==> config.mk <==
export PLATFORM = sky130hd
export DESIGN_NAME = sync_regfile
export DESIGN_NICKNAME = d
export VERILOG_FILES = /design/src/rtl/srf_pkg.sv /design/src/rtl/srf_rr_arb.sv /design/src/rtl/srf_link_tab.sv /design/src/rtl/srf_wake_q.sv /design/src/rtl/sync_regfile.sv
export SDC_FILE = /design/constraint.sdc
export NUM_CORES = 1
export LEC_CHECK = 0
export BUFFER_PORTS_ARGS = -buffer_cell sky130_fd_sc_hd__clkbuf_2
export CORE_MARGIN = 10
export CORE_UTILIZATION = 50
export CTS_CLUSTER_DIAMETER = 100
export DETAILED_ROUTE_END_ITERATION = 10
export PLACE_DENSITY_LB_ADDON = 0.15
export SETUP_SLACK_MARGIN = 0.2
export SYNTH_ARGS = -nofsm -noshare
export SYNTH_HDL_FRONTEND = slang
export SYNTH_SLANG_ARGS = --single-unit
==> constraint.sdc <==
create_clock -name clk -period 11.24 [get_ports clk]
set_clock_uncertainty 0.1 [all_clocks]
set_input_delay 0 -clock clk [delete_from_list [all_inputs] [get_ports clk]]
set_output_delay 0 -clock clk [all_outputs]
set_load 0.01 [all_outputs]
==> src/rtl/srf_pkg.sv <==
package srf_pkg;
  typedef enum logic [1:0] {
    CS_EMPTY = 2'd0,
    CS_WAIT  = 2'd1,
    CS_FULL  = 2'd2
  } cell_st_t;

  // next index in round-robin order, wrapping at n
  function automatic int rr_wrap(input int base, input int step, input int n);
    return (base + step) % n;
  endfunction
endpackage

==> src/rtl/srf_rr_arb.sv <==
module srf_rr_arb #(
  parameter int N  = 2,
  localparam int IW = (N > 1) ? $clog2(N) : 1
) (
  input  logic          clk,
  input  logic          rst_n,
  input  logic          en,
  input  logic [N-1:0]  req,
  output logic [N-1:0]  gnt,
  output logic [IW-1:0] gnt_idx,
  output logic          gnt_any
);
  logic [IW-1:0] last_q;

  always_comb begin
    gnt     = '0;
    gnt_idx = '0;
    gnt_any = 1'b0;
    for (int k = 1; k <= N; k++) begin
      if (en && !gnt_any && req[srf_pkg::rr_wrap(int'(last_q), k, N)]) begin
        gnt[srf_pkg::rr_wrap(int'(last_q), k, N)] = 1'b1;
        gnt_idx = IW'(srf_pkg::rr_wrap(int'(last_q), k, N));
        gnt_any = 1'b1;
      end
    end
  end

  always_ff @(posedge clk) begin
    if (!rst_n)       last_q <= IW'(N - 1);
    else if (gnt_any) last_q <= gnt_idx;
  end

  AST_GNT_ONEHOT: assert property (@(posedge clk) disable iff (!rst_n)
    $onehot0(gnt));
  AST_GNT_ROTATES: assert property (@(posedge clk) disable iff (!rst_n)
    (gnt_any && $countones(req) > 1) |=> !(gnt_any && gnt_idx == $past(gnt_idx) && $countones(req) > 1));
endmodule

==> src/rtl/srf_link_tab.sv <==
module srf_link_tab #(
  parameter int NTHR = 8,
  localparam int TW = (NTHR > 1) ? $clog2(NTHR) : 1
) (
  input  logic          clk,
  input  logic          rst_n,
  input  logic          we_a,
  input  logic [TW-1:0] wa_a,
  input  logic [TW-1:0] wd_a,
  input  logic          we_b,
  input  logic [TW-1:0] wa_b,
  input  logic [TW-1:0] wd_b,
  input  logic [TW-1:0] ra,
  output logic [TW-1:0] rd
);
  logic [TW-1:0] nxt [NTHR];

  assign rd = nxt[ra];

  always_ff @(posedge clk) begin
    if (!rst_n) begin
      for (int i = 0; i < NTHR; i++) nxt[i] <= '0;
    end else begin
      if (we_a) nxt[wa_a] <= wd_a;
      if (we_b) nxt[wa_b] <= wd_b;
    end
  end

  AST_LINK_PORTS_APART: assert property (@(posedge clk) disable iff (!rst_n)
    (we_a && we_b) |-> (wa_a != wa_b));
endmodule

==> src/rtl/srf_wake_q.sv <==
module srf_wake_q #(
  parameter int TW = 3
) (
  input  logic          clk,
  input  logic          rst_n,
  input  logic          seg_en,
  input  logic [TW-1:0] seg_head,
  input  logic [TW-1:0] seg_tail,
  input  logic [TW-1:0] link_rd,
  output logic [TW-1:0] link_ra,
  output logic          lk_we,
  output logic [TW-1:0] lk_wa,
  output logic [TW-1:0] lk_wd,
  output logic          wake_vld,
  output logic [TW-1:0] wake_tid
);
  logic          ne_q, n_ne;
  logic [TW-1:0] head_q, tail_q, n_head, n_tail;
  logic          rem_ne;

  assign wake_vld = ne_q;
  assign wake_tid = head_q;
  assign link_ra  = head_q;
  // after the pop of the head, something remains only if head and tail differ
  assign rem_ne   = ne_q && (head_q != tail_q);

  always_comb begin
    lk_we  = 1'b0;
    lk_wa  = tail_q;
    lk_wd  = seg_head;
    n_ne   = rem_ne;
    n_head = link_rd;
    n_tail = tail_q;
    if (seg_en) begin
      n_ne   = 1'b1;
      n_tail = seg_tail;
      if (rem_ne) begin
        lk_we = 1'b1;
      end else begin
        n_head = seg_head;
      end
    end
  end

  always_ff @(posedge clk) begin
    if (!rst_n) begin
      ne_q   <= 1'b0;
      head_q <= '0;
      tail_q <= '0;
    end else begin
      ne_q   <= n_ne;
      head_q <= n_head;
      tail_q <= n_tail;
    end
  end

  AST_WAKE_DRAINS: assert property (@(posedge clk) disable iff (!rst_n)
    (wake_vld && head_q != tail_q) |=> wake_vld);
  AST_SPLICE_SHOWS: assert property (@(posedge clk) disable iff (!rst_n)
    seg_en |=> (wake_vld && tail_q == $past(seg_tail)));
endmodule

==> src/rtl/sync_regfile.sv <==
module sync_regfile #(
  parameter int NREG = 8,
  parameter int DW   = 16,
  parameter int NTHR = 8,
  parameter int NAUX = 2,
  localparam int AW  = (NREG > 1) ? $clog2(NREG) : 1,
  localparam int TW  = (NTHR > 1) ? $clog2(NTHR) : 1,
  localparam int XW  = (NAUX > 1) ? $clog2(NAUX) : 1
) (
  input  logic               clk,
  input  logic               rst_n,
  input  logic               rd_vld,
  input  logic [TW-1:0]      rd_tid,
  input  logic [AW-1:0]      rd_a_addr,
  input  logic [AW-1:0]      rd_b_addr,
  output logic               rd_ok,
  output logic               rd_susp,
  output logic [DW-1:0]      rd_a_data,
  output logic [DW-1:0]      rd_b_data,
  input  logic               wr_vld,
  input  logic               wr_async,
  input  logic [AW-1:0]      wr_addr,
  input  logic [DW-1:0]      wr_data,
  output logic               ovw_err,
  input  logic [NAUX-1:0]    aux_rd_req,
  input  logic [NAUX*AW-1:0] aux_rd_addr,
  output logic [NAUX-1:0]    aux_rd_gnt,
  output logic [DW-1:0]      aux_rd_data,
  output logic               aux_rd_full,
  input  logic [NAUX-1:0]    aux_wr_req,
  input  logic [NAUX*AW-1:0] aux_wr_addr,
  input  logic [NAUX*DW-1:0] aux_wr_data,
  output logic [NAUX-1:0]    aux_wr_gnt,
  output logic               wake_vld,
  output logic [TW-1:0]      wake_tid
);
  import srf_pkg::*;

  cell_st_t      c_st   [NREG];
  logic [DW-1:0] c_data [NREG];
  logic [TW-1:0] c_head [NREG];
  logic [TW-1:0] c_tail [NREG];

  // merged write port: pipeline first, auxiliary only when pipeline is idle
  logic [XW-1:0] wg_idx, rg_idx;
  logic          wg_any, rg_any;
  logic          w_en, w_async, w_fill;
  logic [AW-1:0] w_addr, ar_addr, sus_addr;
  logic [DW-1:0] w_data;
  logic          a_full, b_full, seg_en;
  logic          lk_we;
  logic [TW-1:0] lk_wa, lk_wd, link_ra, link_rd;

  srf_rr_arb #(.N(NAUX)) u_wr_arb (
    .clk(clk), .rst_n(rst_n), .en(!wr_vld), .req(aux_wr_req),
    .gnt(aux_wr_gnt), .gnt_idx(wg_idx), .gnt_any(wg_any)
  );

  srf_rr_arb #(.N(NAUX)) u_rd_arb (
    .clk(clk), .rst_n(rst_n), .en(1'b1), .req(aux_rd_req),
    .gnt(aux_rd_gnt), .gnt_idx(rg_idx), .gnt_any(rg_any)
  );

  assign w_en    = wr_vld || wg_any;
  assign w_async = wr_vld && wr_async;
  assign w_fill  = w_en && !w_async;
  assign w_addr  = wr_vld ? wr_addr : aux_wr_addr[wg_idx*AW +: AW];
  assign w_data  = wr_vld ? wr_data : aux_wr_data[wg_idx*DW +: DW];

  // operand is usable if full, or filled by this cycle's write (bypass)
  function automatic logic op_ready(input cell_st_t st, input logic [AW-1:0] a);
    return (st == CS_FULL) || (w_fill && (w_addr == a));
  endfunction

  function automatic logic [DW-1:0] op_value(input logic [DW-1:0] d, input logic [AW-1:0] a);
    return (w_fill && (w_addr == a)) ? w_data : d;
  endfunction

  assign a_full    = op_ready(c_st[rd_a_addr], rd_a_addr);
  assign b_full    = op_ready(c_st[rd_b_addr], rd_b_addr);
  assign rd_ok     = rd_vld && a_full && b_full;
  assign rd_susp   = rd_vld && !(a_full && b_full);
  assign sus_addr  = a_full ? rd_b_addr : rd_a_addr;
  assign rd_a_data = op_value(c_data[rd_a_addr], rd_a_addr);
  assign rd_b_data = op_value(c_data[rd_b_addr], rd_b_addr);

  assign ovw_err   = w_fill && (c_st[w_addr] == CS_FULL);
  assign seg_en    = w_fill && (c_st[w_addr] == CS_WAIT);

  assign ar_addr     = aux_rd_addr[rg_idx*AW +: AW];
  assign aux_rd_data = rg_any ? c_data[ar_addr] : '0;
  assign aux_rd_full = rg_any && (c_st[ar_addr] == CS_FULL);

  srf_link_tab #(.NTHR(NTHR)) u_links (
    .clk(clk), .rst_n(rst_n),
    .we_a(rd_susp && c_st[sus_addr] == CS_WAIT), .wa_a(c_tail[sus_addr]), .wd_a(rd_tid),
    .we_b(lk_we), .wa_b(lk_wa), .wd_b(lk_wd),
    .ra(link_ra), .rd(link_rd)
  );

  srf_wake_q #(.TW(TW)) u_wake (
    .clk(clk), .rst_n(rst_n), .seg_en(seg_en),
    .seg_head(c_head[w_addr]), .seg_tail(c_tail[w_addr]),
    .link_rd(link_rd), .link_ra(link_ra),
    .lk_we(lk_we), .lk_wa(lk_wa), .lk_wd(lk_wd),
    .wake_vld(wake_vld), .wake_tid(wake_tid)
  );

  always_ff @(posedge clk) begin
    if (!rst_n) begin
      for (int i = 0; i < NREG; i++) begin
        c_st[i]   <= CS_FULL;
        c_data[i] <= '0;
        c_head[i] <= '0;
        c_tail[i] <= '0;
      end
    end else begin
      if (w_en) begin
        if (w_async) begin
          if (c_st[w_addr] == CS_FULL) c_st[w_addr] <= CS_EMPTY;
        end else begin
          c_st[w_addr]   <= CS_FULL;
          c_data[w_addr] <= w_data;
        end
      end
      // a parking read never targets a cell being filled (bypass makes it full)
      if (rd_susp) begin
        c_tail[sus_addr] <= rd_tid;
        if (c_st[sus_addr] == CS_EMPTY) begin
          c_st[sus_addr]   <= CS_WAIT;
          c_head[sus_addr] <= rd_tid;
        end
      end
    end
  end

  AST_ONE_WRITER: assert property (@(posedge clk) disable iff (!rst_n)
    wr_vld |-> (aux_wr_gnt == '0));
  AST_PARK_WAITS: assert property (@(posedge clk) disable iff (!rst_n)
    rd_susp |=> (c_st[$past(sus_addr)] == CS_WAIT));
  AST_FILL_WAKES: assert property (@(posedge clk) disable iff (!rst_n)
    seg_en |=> wake_vld);
  AST_OVERWRITE: assert property (@(posedge clk) disable iff (!rst_n)
    ovw_err |=> (c_st[$past(w_addr)] == CS_FULL && c_data[$past(w_addr)] == $past(w_data)));
  AST_READ_KEEPS: assert property (@(posedge clk) disable iff (!rst_n)
    (rd_ok && !w_en) |=> (c_st[$past(rd_a_addr)] == CS_FULL));
endmodule

==> summary.txt <==
Outcome
  – Outcome: completed

Power and ir drop
  – PD cells: 139 nW/um^2
  – Int Power: 1580 uW
  – Combinational share of power: 0.213
  – Clock power frac: 0.353
  – Flop pwr share: 0.434
  – Switching power: 670 uW
  – VDD IR-drop max: 0.103 mV
  – Leakage: 0.00618 uW
  – Sw Ratio: 0.297

Min path
  – Worst min-delay path class: in -> reg

Final layout
  – Register area: 6510 sq um
  – Share of layout cells above drive strength 1: 0.227
  – Multi-input gate area: around 7300 sq um
  – Layout Nets: ~1500
  – Filler cell count in the final layout: 2394
  – # diodes: 0
  – Area growth from synthesis to layout: 14.0%

Synth
  – Area share of the largest cell type after synthesis: 0.421
  – Synth Cell Area: 14300 sq um
  – Commonest register cell after synthesis: edfxtp_1
  – Post-synth ARST share: 0
  – Post-synthesis cell type count: 80
  – Sequential fraction of the synthesis area: 0.456
  – Post-synth EDFFs: 200
  – Synthesized net count: 1404
  – Yosys Warn Count: 0
  – Top-count cell post-synth: edfxtp_1
  – Synth area leader: edfxtp_1
  – FF+latch count, synth: 225
  – Avg Inst Size Synth: between 10 and 15 sq um
  – Cells after Synth: 1323
  – Post-synth top cells: edfxtp_1 (200), nand2_1 (190), nor2_1 (164)
  – Most area-consuming cells after synthesis: edfxtp_1 (42%), mux4_2 (16%), nand2_1 (5.0%)

Worst setup path
  – Critical path's slowest cell: nor3b_1
  – Worst path required time: ~11 ns
  – Worst Setup End Kind: flop
  – CP top delay family: simple AND/OR/NAND/NOR gates
  – Max incr delay on CP: 0.90 ns
  – Critical path arrival: 5.11 ns
  – Setup crit start kind: flop
  – CP bufs+invs: 0
  – Crit path max fanout: 23
  – Worst-path cell chain: a21bo_2 > o21ai_1 > nand2_1 > nor3_2 > a221oi_1 > nor3b_1 > nor4bb_1 > nor2_1 > o21ai_0
  – Worst setup path class: reg -> reg

Clocking
  – Setup Buffers After CTS: 0
  – CTS Buffer Depth: 3
  – Worst-path clk slew: about 0.060 ns
  – CTS tree: yes
  – Worst-Skew Late Latency: around 0.54 ns
  – Root Buffer: clkbuf_16
  – CTS Sinks: 225
  – H-tree lvl count: 1
  – CTS Buf Count: 26

STA
  – Final min period: 5.02 ns
  – RSZ-0062 raised after global routing: false
  – Tcrit/Tclk final: 0.447
  – TNS Setup: 0 ns
  – Slew Viols, Final: 0
  – Hold Slack: ~0.027 ns
  – Final setup viols: 0
  – Worst slew pin tran: about 1.3 ns
  – Fmax: 199 MHz
  – Rel. slew slack: 0.166
  – Hold Vio Cnt, Final: 0

Floorplan
  – Total core area: 27900 sq um
  – Full die area: 35700 sq um
  – Die width: 189 microns
  – Top Ports: 141
  – Initial Util: 0.511
  – Die Height: 189 microns
  – Cell Rows: about 60

Route
  – First-pass detailed-route iteration total: 8
  – Via count: 12100
  – Routed wire length: 47.5 mm
  – Drc violations: 0
  – Drt initial violations: 1412
  – WL/cell: approximately 26 microns
  – Via/cell ratio: 6.61
  – Antenna viol nets, final: 0

Global route
  – Gr usage total: 0.258
  – Vias in the first global route: about 12000
  – Largest net degree at the start of global routing: 57
  – Initial antenna violation count: 0
  – Total gr overflow: 0
  – First-pass GRT wire length: just over 70 mm

Place
  – Routability congestion estimate: 0.927
  – Post-DP HPWL: between 30 and 40 mm
  – Port bufs: 140

Run
  – Maximum Capacitance Violations: 0
[worst reg2reg max path: cells and delay by family, from the launching register on]
family | cells | cell delay (ns)
DFF | 1 | 0.35
AOI/OAI and AO/OA | 4 | 1.30
and+or+nand+nor | 5 | 2.93
[per-stage QoR]
step,instances,area [sq um],setup WS (ns),utilization,power [uW]
6_report,1834,16300,6.22,0.582,2250
5_1_grt,1834,16300,5.78,0.582,2330
4_1_cts,1834,16300,6.38,0.582,2250
3_5_place_dp,1762,15200,6.11,0.545,1460
3_3_place_gp,1762,15200,6.26,0.545,1460
2_1_floorplan,1323,14300,7.53,-,1290
[registers in the layout (all words and copies together), names as in the netlist]
| register | count |
|---|---|
| c_data | 128 |
| c_head | 24 |
| c_tail | 24 |
| u_links.nxt | 24 |
| c_st | 16 |
| u_wake.link_ra | 3 |
| u_wake.lk_wa | 3 |
| u_rd_arb.last_q | 1 |
| u_wake.wake_vld | 1 |
| u_wr_arb.last_q | 1 |
[layer usage]
layer / GRT usage / vias up / part of all wire
li1: - / 5333 / -
met1: 0.331 / 5996 / 0.38
met2: 0.437 / 697 / 0.49
met3: 0.0463 / 96 / 0.096
met4: 0.0809 / 0 / 0.028
met5: 0 / - / 0
[cell usage in the layout (no fill, tap or decap), types with 4 or more instances in the layout]
cell / n
clkinv_1: 10
a22o_1: 4
dlygate4sd3_1: 24
a21o_1: 20
a211oi_1: 25
o31ai_1: 15
clkbuf_1: 5
nor3_1: 13
mux4_2: 104
edfxtp_1: 200
o32ai_1: 6
xor2_1: 5
or3_1: 5
o21ai_1: 6
nand4_1: 10
clkbuf_2: 138
nand2b_1: 14
clkinv_2: 5
buf_4: 23
nor2_1: 164
a22oi_1: 24
nand3_1: 26
o211ai_1: 12
clkbuf_16: 27
mux2i_1: 13
and2_1: 30
a221oi_1: 8
a21oi_1: 96
mux2_2: 6
and3_1: 45
o21ai_0: 15
dfxtp_1: 25
o22ai_1: 10
inv_1: 16
nand2_1: 190
nor3b_1: 4
nor4_1: 18
nor2b_1: 10
a32o_1: 8
[worst paths after layout]
| path | start | end | slack [ns] | cells after the start |
|---|---|---|---|---|
| worst max-delay path | u_wr_arb.last_q | u_links.nxt[1][2] | 6.22 | 9 |
| worst min-delay path | aux_wr_data[16] | c_data[1][0] | 0.03 | 5 |
| worst max register to register | u_wr_arb.last_q | u_links.nxt[1][2] | 6.22 | 9 |
| worst min register to register | c_st[0][1] | c_st[0][1] | 0.45 | 1 |
[power groups by stage]
stage	registers [uW]	clock network (uW)	logic (uW)
after floorplan	979	0	312
after global placement	993	0	463
after detailed placement	995	0	467
after CTS	977	798	476
after global routing	982	833	515
final	978	795	481
[cell type report]
type | count | share of cell area
clock buffer | 32 | 0.0427
clock inverter | 16 | 0.00623
inverter | 18 | 0.00415
multi-input combinational | 978 | 0.449
sequential | 225 | 0.400
tap | 378 | 0.0291
timing repair buffer | 187 | 0.0685
[timing repair]
item | CTS | global route
endpoints found under the hold margin | 141 | 0
gates resized for setup | 0 | 0
hold buffers | 24 | 0
[kinds of logic after synthesis]
| family | share of synthesized area |
|---|---|
| buffers and inverters | 0.0341 |
| AOI/OAI and AO/OA | 0.146 |
| and+or+nand+nor | 0.179 |
| DFF | 0.456 |
| xor gates and xnor gates | 0.00491 |
| muxes | 0.180 |
No activity file was read; power rests on OpenSTA's default activity.
